File: src/rtl/dma_csr_pkg.sv
package dma_csr_pkg;

  localparam int REG_W = 32;

  // control word bit positions
  localparam int CTL_EN      = 0;
  localparam int CTL_DONE    = 1;
  localparam int CTL_DONE_IE = 2;
  localparam int CTL_BURST   = 3;
  localparam int CTL_ERR     = 4;
  localparam int CTL_ERR_IE  = 5;
  localparam int CTL_SRC_BUS = 6;
  localparam int CTL_DST_BUS = 7;

  // multi-bit fields: lsb and width
  localparam int F_SSTEP_LSB = 8;   localparam int F_SSTEP_W = 3;
  localparam int F_DSTEP_LSB = 12;  localparam int F_DSTEP_W = 3;
  localparam int F_DREQ_LSB  = 16;  localparam int F_DREQ_W  = 4;
  localparam int F_WIDTH_LSB = 20;  localparam int F_WIDTH_W = 2;
  localparam int F_SREQ_LSB  = 24;  localparam int F_SREQ_W  = 4;

  typedef enum logic [1:0] {
    SEL_SRC = 2'd0,
    SEL_DST = 2'd1,
    SEL_CNT = 2'd2,
    SEL_CTL = 2'd3
  } reg_sel_e;

  function automatic logic [REG_W-1:0] field_mask(int lsb, int width);
    logic [REG_W-1:0] m;
    m = '0;
    for (int i = 0; i < width; i++) m[lsb+i] = 1'b1;
    return m;
  endfunction

  // flags: written only through the clear rule
  localparam logic [REG_W-1:0] CTL_FLAG_MASK =
    field_mask(CTL_DONE, 1) | field_mask(CTL_ERR, 1);

  // plainly writable control bits
  localparam logic [REG_W-1:0] CTL_RW_MASK =
    field_mask(CTL_EN, 1) | field_mask(CTL_DONE_IE, 1) |
    field_mask(CTL_BURST, 1) | field_mask(CTL_ERR_IE, 1) |
    field_mask(CTL_SRC_BUS, 1) | field_mask(CTL_DST_BUS, 1) |
    field_mask(F_SSTEP_LSB, F_SSTEP_W) | field_mask(F_DSTEP_LSB, F_DSTEP_W) |
    field_mask(F_DREQ_LSB, F_DREQ_W) | field_mask(F_WIDTH_LSB, F_WIDTH_W) |
    field_mask(F_SREQ_LSB, F_SREQ_W);

endpackage

File: src/rtl/dma_csr_decode.sv
module dma_csr_decode
  import dma_csr_pkg::*;
#(
  parameter int NUM_CH   = 4,
  parameter int ADDR_W   = 8,
  parameter int CH_IDX_W = (NUM_CH > 1) ? $clog2(NUM_CH) : 1
) (
  input  logic                psel,
  input  logic                penable,
  input  logic                pwrite,
  input  logic [ADDR_W-1:0]   paddr,
  output logic [NUM_CH-1:0]   wr_ch,
  output logic                rd_hit,
  output logic [CH_IDX_W-1:0] ch_idx,
  output reg_sel_e            sel
);
  localparam int WIN_BYTES = NUM_CH * 16;
  localparam logic [ADDR_W:0] WIN_END = (ADDR_W+1)'(WIN_BYTES);

  logic in_win;
  logic wr_go;

  assign in_win = ({1'b0, paddr} < WIN_END) && (paddr[1:0] == 2'b00);
  assign ch_idx = paddr[4 +: CH_IDX_W];
  assign sel    = reg_sel_e'(paddr[3:2]);
  assign wr_go  = psel && penable && pwrite && in_win;
  assign rd_hit = psel && !pwrite && in_win;

  for (genvar g = 0; g < NUM_CH; g++) begin : g_wr
    assign wr_ch[g] = wr_go && (ch_idx == CH_IDX_W'(g));
  end
endmodule

File: src/rtl/dma_csr_chan.sv
module dma_csr_chan
  import dma_csr_pkg::*;
#(
  parameter int CNT_W = 24
) (
  input  logic              clk,
  input  logic              rst_n,
  input  logic              wr_en,
  input  reg_sel_e          sel,
  input  logic [REG_W-1:0]  wdata,
  input  logic              done_set,
  input  logic              err_set,
  output logic [REG_W-1:0]  src_q,
  output logic [REG_W-1:0]  dst_q,
  output logic [CNT_W-1:0]  cnt_q,
  output logic [REG_W-1:0]  ctl_q
);
  logic [REG_W-1:0] ctl_d;

  always_comb begin
    ctl_d = ctl_q;
    if (wr_en && sel == SEL_CTL)
      ctl_d = (wdata & CTL_RW_MASK) | (ctl_q & wdata & CTL_FLAG_MASK);
    // engine pulses dominate a same-cycle software clear
    if (done_set) ctl_d[CTL_DONE] = 1'b1;
    if (err_set)  ctl_d[CTL_ERR]  = 1'b1;
  end

  always_ff @(posedge clk or negedge rst_n) begin
    if (!rst_n) begin
      src_q <= '0;
      dst_q <= '0;
      cnt_q <= '0;
      ctl_q <= '0;
    end else begin
      if (wr_en && sel == SEL_SRC) src_q <= wdata;
      if (wr_en && sel == SEL_DST) dst_q <= wdata;
      if (wr_en && sel == SEL_CNT) cnt_q <= wdata[CNT_W-1:0];
      ctl_q <= ctl_d;
    end
  end
endmodule

File: src/rtl/dma_csr_irq.sv
module dma_csr_irq
  import dma_csr_pkg::*;
#(
  parameter int NUM_CH = 4
) (
  input  logic [NUM_CH*REG_W-1:0] ctl_flat,
  output logic                    irq
);
  logic [NUM_CH-1:0] req;

  for (genvar g = 0; g < NUM_CH; g++) begin : g_req
    logic [REG_W-1:0] c;
    assign c = ctl_flat[g*REG_W +: REG_W];
    assign req[g] = (c[CTL_DONE] & c[CTL_DONE_IE]) | (c[CTL_ERR] & c[CTL_ERR_IE]);
  end

  assign irq = |req;
endmodule

File: src/rtl/dma_csr_frontend.sv
module dma_csr_frontend
  import dma_csr_pkg::*;
#(
  parameter int NUM_CH = 4,
  parameter int ADDR_W = 8,
  parameter int CNT_W  = 24
) (
  input  logic                     clk,
  input  logic                     rst_n,
  input  logic                     psel,
  input  logic                     penable,
  input  logic                     pwrite,
  input  logic [ADDR_W-1:0]        paddr,
  input  logic [REG_W-1:0]         pwdata,
  output logic [REG_W-1:0]         prdata,
  input  logic [NUM_CH-1:0]        eng_done_set,
  input  logic [NUM_CH-1:0]        eng_err_set,
  input  logic [NUM_CH*CNT_W-1:0]  eng_live_cnt,
  output logic [NUM_CH*REG_W-1:0]  ch_src,
  output logic [NUM_CH*REG_W-1:0]  ch_dst,
  output logic [NUM_CH*CNT_W-1:0]  ch_cnt,
  output logic [NUM_CH*REG_W-1:0]  ch_ctrl,
  output logic                     irq
);
  localparam int CH_IDX_W = (NUM_CH > 1) ? $clog2(NUM_CH) : 1;

  logic [NUM_CH-1:0]   wr_ch;
  logic                rd_hit;
  logic [CH_IDX_W-1:0] ch_idx;
  reg_sel_e            sel;

  logic [REG_W-1:0] src_a  [NUM_CH];
  logic [REG_W-1:0] dst_a  [NUM_CH];
  logic [CNT_W-1:0] cnt_a  [NUM_CH];
  logic [REG_W-1:0] ctl_a  [NUM_CH];
  logic [CNT_W-1:0] live_a [NUM_CH];

  dma_csr_decode #(.NUM_CH(NUM_CH), .ADDR_W(ADDR_W), .CH_IDX_W(CH_IDX_W)) u_dec (
    .psel    (psel),
    .penable (penable),
    .pwrite  (pwrite),
    .paddr   (paddr),
    .wr_ch   (wr_ch),
    .rd_hit  (rd_hit),
    .ch_idx  (ch_idx),
    .sel     (sel)
  );

  for (genvar g = 0; g < NUM_CH; g++) begin : g_ch
    dma_csr_chan #(.CNT_W(CNT_W)) u_chan (
      .clk      (clk),
      .rst_n    (rst_n),
      .wr_en    (wr_ch[g]),
      .sel      (sel),
      .wdata    (pwdata),
      .done_set (eng_done_set[g]),
      .err_set  (eng_err_set[g]),
      .src_q    (src_a[g]),
      .dst_q    (dst_a[g]),
      .cnt_q    (cnt_a[g]),
      .ctl_q    (ctl_a[g])
    );
    assign ch_src [g*REG_W +: REG_W] = src_a[g];
    assign ch_dst [g*REG_W +: REG_W] = dst_a[g];
    assign ch_cnt [g*CNT_W +: CNT_W] = cnt_a[g];
    assign ch_ctrl[g*REG_W +: REG_W] = ctl_a[g];
    assign live_a[g] = eng_live_cnt[g*CNT_W +: CNT_W];
  end

  dma_csr_irq #(.NUM_CH(NUM_CH)) u_irq (
    .ctl_flat (ch_ctrl),
    .irq      (irq)
  );

  // read mux: count offset shows live progress while the channel runs
  always_comb begin
    prdata = '0;
    if (rd_hit) begin
      unique case (sel)
        SEL_SRC: prdata = src_a[ch_idx];
        SEL_DST: prdata = dst_a[ch_idx];
        SEL_CNT: prdata = {{(REG_W-CNT_W){1'b0}},
                           ctl_a[ch_idx][CTL_EN] ? live_a[ch_idx] : cnt_a[ch_idx]};
        SEL_CTL: prdata = ctl_a[ch_idx];
        default: prdata = '0;
      endcase
    end
  end
endmodule

File: config.mk
export PLATFORM = sky130hd
export DESIGN_NAME = dma_csr_frontend
export DESIGN_NICKNAME = d
export VERILOG_FILES = /design/src/rtl/dma_csr_pkg.sv /design/src/rtl/dma_csr_decode.sv /design/src/rtl/dma_csr_chan.sv /design/src/rtl/dma_csr_irq.sv /design/src/rtl/dma_csr_frontend.sv
export SDC_FILE = /design/constraint.sdc
export NUM_CORES = 1
export LEC_CHECK = 0
export BUFFER_PORTS_ARGS = -buffer_cell sky130_fd_sc_hd__buf_2
export CORE_AREA = 3 3 254 256
export DETAILED_ROUTE_END_ITERATION = 8
export DIE_AREA = 0 0 257 259
export SLEW_MARGIN = 10
export SYNTH_ARGS = -nofsm -noshare
export SYNTH_HDL_FRONTEND = slang
export SYNTH_SLANG_ARGS = --single-unit
File: constraint.sdc
create_clock -name clk -period 2.78 [get_ports clk]
set_input_delay 0.556 -clock clk [delete_from_list [all_inputs] [get_ports clk]]
set_output_delay 0.556 -clock clk [all_outputs]
set_load 0.02 [all_outputs]
Word level (Yosys, flattened, before mapping)
Index checks and enable logic that the tools add are counted.

Muxes and demuxes: 30. Reduce and logical (&&, ||, !) cells: 39. Bitwise logic cells: 21. $lt $le $gt $ge: 2. Equality and inequality tests: 6.

Operators with widths (number): two-way mux 32 bit (7); binary-select mux 32 bit (select 2 bit) (3); one-hot mux 32 bit (4 select lines) (1); two-way mux 24 bit (5); bitwise OR 28 x 5 -> 28 bit (4); binary-select mux 24 bit (select 2 bit) (2); logical AND 1 bit (26); AND 5 bit (4); two-way mux 5 bit (4); nonzero test 2 bit (8); AND 1 bit (8); equality test 2 bit (second input constant) (4); < comparator 8 x 7 -> 1 bit (second input constant) (1); two-way mux 1 bit (8); zero test 2 bit (3); equality test 2 x 1 -> 1 bit (second input constant) (2); bitwise OR 1 bit (4); OR reduction 4 bit (1); >= comparator 3 bit (second input constant) (1); inverter 2 -> 3 bit (1); zero test 1 bit (1).

Output and inout port bits: 513. Register bits: 464. Logic and storage cells: 122.

Logic depth before layout (Yosys ltp)
Word-level depth: 7. Gate-level depth with buffers: 8. Gate-level depth less buffers: 4.

Hierarchy
A second synthesis with hierarchy kept.

Cells, all modules: 1447. Area, all modules: 22072.4 um^2.

By module, submodules not included: dma_csr_chan (seq. area each 2802.7 um^2, instances 4, area each 4287.9 um^2, cells an instance 249); dma_csr_frontend (seq. area each 0.0 um^2, instances 1, area each 4785.8 um^2, cells an instance 433); dma_csr_decode (seq. area each 0.0 um^2, instances 1, area each 98.8 um^2, cells an instance 13); dma_csr_irq (seq. area each 0.0 um^2, instances 1, area each 36.3 um^2, cells an instance 5).

Worst setup path before layout
OpenSTA, ideal clock, no wires.

Kind: input port to output port. From: input port paddr[4]. To: output port prdata[0]. Path slack: -0.202 ns. Arrival: 2.426 ns. Data required time: 2.224 ns. Buffers on the path: 2. Cell stages on the path: 5. Cells stage by stage: buf_2 > mux4_2 > buf_2 > or3b_2 > a311oi_1.

Longest elaborated chain between the ends: 7. Elaborated cells between the ends (all ways): 22. Those cells by class: 1 x order compare; 18 x mux; 1 x bitwise; 2 x reduce/logical.

RTL lines: start: declaration (RTL line dma_csr_frontend.sv:13) `input logic [ADDR_W-1:0] paddr,`; inverter 2 -> 3 bit (not written as such); binary-select mux 24 bit (select 2 bit) or binary-select mux 32 bit (select 2 bit) (tied branches) (RTL line dma_csr_frontend.sv:83, dma_csr_frontend.sv:84); two-way mux 24 bit (not written as such) or two-way mux 32 bit (tied branches) (2 in series) (RTL line dma_csr_frontend.sv:83, dma_csr_frontend.sv:84); two-way mux 24 bit (RTL line dma_csr_frontend.sv:83) `ctl_a[ch_idx][CTL_EN] ? live_a[ch_idx] : cnt_a[ch_idx]};`; one-hot mux 32 bit (4 select lines) (RTL line dma_csr_frontend.sv:79) `unique case (sel)`; two-way mux 32 bit (*) (RTL line dma_csr_frontend.sv:78) `if (rd_hit) begin`; end: declaration (RTL line dma_csr_frontend.sv:15) `output logic [REG_W-1:0] prdata,`.

Mark *: on every way between the ends. The rest lies on a longest branch, timed or not. The select of a mux whose other input is x is not followed.

Worst setup path in the final report
From: register g_ch[3].u_chan.ctl_q[0]. To: output port prdata[17].

Longest elaborated chain between the ends: 6.

RTL lines: start: declaration (RTL line dma_csr_chan.sv:16) `output logic [REG_W-1:0] ctl_q`; start signal: assignment (RTL line dma_csr_chan.sv:39) `ctl_q <= ctl_d;`; binary-select mux 32 bit (select 2 bit) (RTL line dma_csr_frontend.sv:83); two-way mux 32 bit (2 in series); two-way mux 24 bit (RTL line dma_csr_frontend.sv:83); one-hot mux 32 bit (4 select lines) (RTL line dma_csr_frontend.sv:79); two-way mux 32 bit (RTL line dma_csr_frontend.sv:78).

No other way between the ends. The select of a mux whose other input is x is not followed.

==> flow_summary.toml <==
[sta]
layout_setup_ws_ps = -139.7
fin_worst_skew_ps = 0
report.final.slew_viol_count = 0
setup_viol = 24
hold_viol = 0
max_slew_margin = 0.6322
fmax_ghz = 0.3425
layout_min_cycle_time_ps = 2920
finalSetupTns_ps = -2206
worstMarginPinSlew_ps = 551.8
rsz0062_at_grt = "true"
fin_crit_sh = 1.050

[finish]
fillerInstances = 5694
final_util = 0.4549
final_cells = 2988
drive_gt1_frac = 0.6525
seqCellArea_um2 = 11210
multi_input_area_um2 = 9759
final_nets = 2248
area_delta_synth_final_pct = 33.45

[critical_path]
crit_path_end = "prdata[17]"
end_kind = "output port"
crit_type = "flop to output port"
path_buf_inv = 3
rr_endpoint = "g_ch[1].u_chan.ctl_q[0]"
crit_cells = 6
ff2ff_setup_slack_ps = 1850
critical-path-max-stage-delay_ps = 550
start_kind = "flop"
rr_startpoint = "g_ch[1].u_chan.ctl_q[0]"
crit_chain = "mux4_2 > buf_12 > buf_12 > mux2i_4 > o22ai_2 > buf_6"
rr_worst_depth = 2
critical_path.slowest_cell = "mux4_2"
crit_fanout = 7
path_common_cell = "buf_12"
cp-startpoint = "g_ch[3].u_chan.ctl_q[0]"
required_ps = 2220
arrival_ps = 2360
crit_family = "multiplexers"

[global_route]
grt_start_max_net_pins = 95
overflow = 0
antenna_found_initial = 7
grt_pass1_vias = 17260
gr-usage-met1 = 0.3244
grt_usage = 0.2548
met2_usage = 0.4328
grt_first_pass_wirelength_mm = 124.7
grt_most_used_layer = "met2"
grt_use_met3 = 0.05502

[placed_design]
dp.final_hpwl_mm = 63.04
pre_cts_slack_ps = -49.76
place_inst = 2886
place_congestion = 0.9587
port-buffer-count = 629

[route]
initialDrtViolationCount = 984
totalWireLength_mm = 86.82
vias_per_cell = 5.382
post-route-drc-count = 0
drtAntennaViolNets = 0
vias = 16080
wl_per_cell_um = 29.06
drt-pass1-iter-count = 5

[logic_synthesis]
synth_area_leaders = "dfrtp_1 52%, mux2_2 23%, mux4_2 9.8%"
yosysWarnings = 0
syn_area_um2 = 21390
ys_seq_area_frac = 0.5242
async_flop_share = 1.000
synth_edf_count = 0
syn_avg_cell_area_um2 = 14.92
synth-seq-cells = 448
synthCells = 1433
ys.flop_type = "dfrtp_1"
yosysUniqueCellTypes = 34
yosys.area.top_type_share = 0.5242
synth.largest_area_cell = "dfrtp_1"

[die]
io_pins = 662
die_width_um = 257
row_count = 92
die_area_um2 = 66560
fp.coreArea_um2 = 62740
initial_utilization = 0.3409
fp.dieH_um = 259

[cts]
cts_sinks = 448
clk_latency_ps = 570
cts_tree = "built"
cts-root-buf = "clkbuf_16"
cts.path.max_buffers = 3
h-tree-depth = 2
cts_inserted_buffers = 50
clk_pin_slew_ps = 60

[pwr]
power.total_mw = 15.04
power.density_nw_per_um2 = 526.8
intPower_mw = 11.37
p_sw_mw = 3.670
power.static_leakage_nw = 14.93
combPwrFrac = 0.088
seqPwrFrac = 0.446
irDropWorstVdd_uv = 417.2
power_frac_clock = 0.466
p_sw_frac = 0.2441

[min_path]
hold_class = "input pin to flop"

[status]
violations = "negative setup slack"
status = "finished with violations"

[run]
maxCapViolations = 0
==> cells in the mapped netlist (all sizes together), types with 8 or more instances <==
cell type and n:
clkbuf 28, a22oi 8, mux2 440, mux4 93, dfrtp 448, buf 128
o21ai 20, mux2i 116, nor2 32, a21oi 8, o22ai 23, nor3 8
o221ai 19, a221o 20
==> power groups by stage <==
stage,registers (mW),clock network (mW),logic [mW]
6_report,6.71,7.00,1.33
5_1_grt,6.71,7.43,1.41
4_1_cts,6.70,7.17,1.34
3_5_place_dp,6.82,0,1.32
3_3_place_gp,6.82,0,1.30
2_1_floorplan,6.92,0,0.543
==> cell families after synthesis <==
group,Yosys count,share of synthesized area
buf+inv,156,0.03703
other cells,1,0.0001753
compound gates,104,0.03539
simple gates,75,0.01931
flops,448,0.5242
mux,649,0.3839
==> area by class of cell <==
type,count,area share
multi-input cells,860,0.3419
clock inverters,19,0.008110
flip-flops and latches,448,0.3928
repair buffers,739,0.1665
well taps,846,0.03709
diodes,4,0.0003507
clock buffers,72,0.05318
==> repair_timing <==
| item | CTS | global route |
|---|---|---|
| pin swaps | 13 | 6 |
| gates resized for setup | 44 | 7 |
| hold buffers | 1 | 0 |
| gates cloned | 1 | 0 |
| setup buffers | 5 | 0 |
| setup endpoints to repair | 24 | 25 |
| hold endpoints to repair | 21 | 0 |
==> how the worst min path moves through the flow <==
stage,to,slack (ps),from,cells after the start
floorplan,g_ch[0].u_chan.cnt_q[0],260,rst_n,0
global placement,g_ch[1].u_chan.src_q[7],480,rst_n,1
detailed placement,g_ch[1].u_chan.src_q[7],480,rst_n,1
CTS,g_ch[0].u_chan.ctl_q[1],210,eng_done_set[0],3
global route,g_ch[3].u_chan.ctl_q[4],230,eng_err_set[3],3
finish,g_ch[0].u_chan.ctl_q[1],250,eng_done_set[0],3
==> metal layers <==
layer	routed length, um	part of all wire
met4	3070	0.035
met5	0	0
met2	42380	0.49
met1	35440	0.41
met3	5934	0.068
==> worst reg2reg max path: stages, from the launching register on <==
cell     delay, ps
dfrtp_1        400
buf_4          160
mux2_2         260
==> per-stage QoR <==
| step | hold WS (ps) | cell area, um2 |
|---|---|---|
| 2_1_floorplan | 260.4 | 21580 |
| 3_3_place_gp | 480.7 | 26530 |
| 3_5_place_dp | 483.9 | 26530 |
| 4_1_cts | 206.3 | 28500 |
| 5_1_grt | 225.6 | 28540 |
| 6_report | 248.6 | 28540 |
==> flip-flops by register name, summed over array words and instances (netlist names) <==
signal / cells
g_ch.u_chan.ctl_q: 96
g_ch.u_chan.cnt_q: 96
g_ch.u_chan.src_q: 128
g_ch.u_chan.dst_q: 128
==> cells in the final DEF (no fill, tap or decap), types with 3 or more instances in the layout <==
master and count:
conb_1 32, nor2_1 20, mux2_1 5, dfrtp_1 448, mux2_2 435, diode_2 4, o22ai_1 11, mux2i_1 109
o22ai_2 12, nor3_4 3, clkbuf_1 7, clkbuf_8 13, mux4_2 93, buf_12 50, and3_1 4, nand2_1 3
clkinv_2 11, nor2b_1 5, buf_4 64, a22oi_1 8, nor2_4 12, mux2i_2 6, nand3_1 3, buf_2 606
nand4_1 5, o21a_1 3, buf_6 14, clkbuf_16 53, and3b_1 3, a221o_1 20, o21ai_0 20, o221ai_1 19
bufinv_16 5, a21oi_1 8, nor3_1 4
No activity file was read; power rests on OpenSTA's default activity.
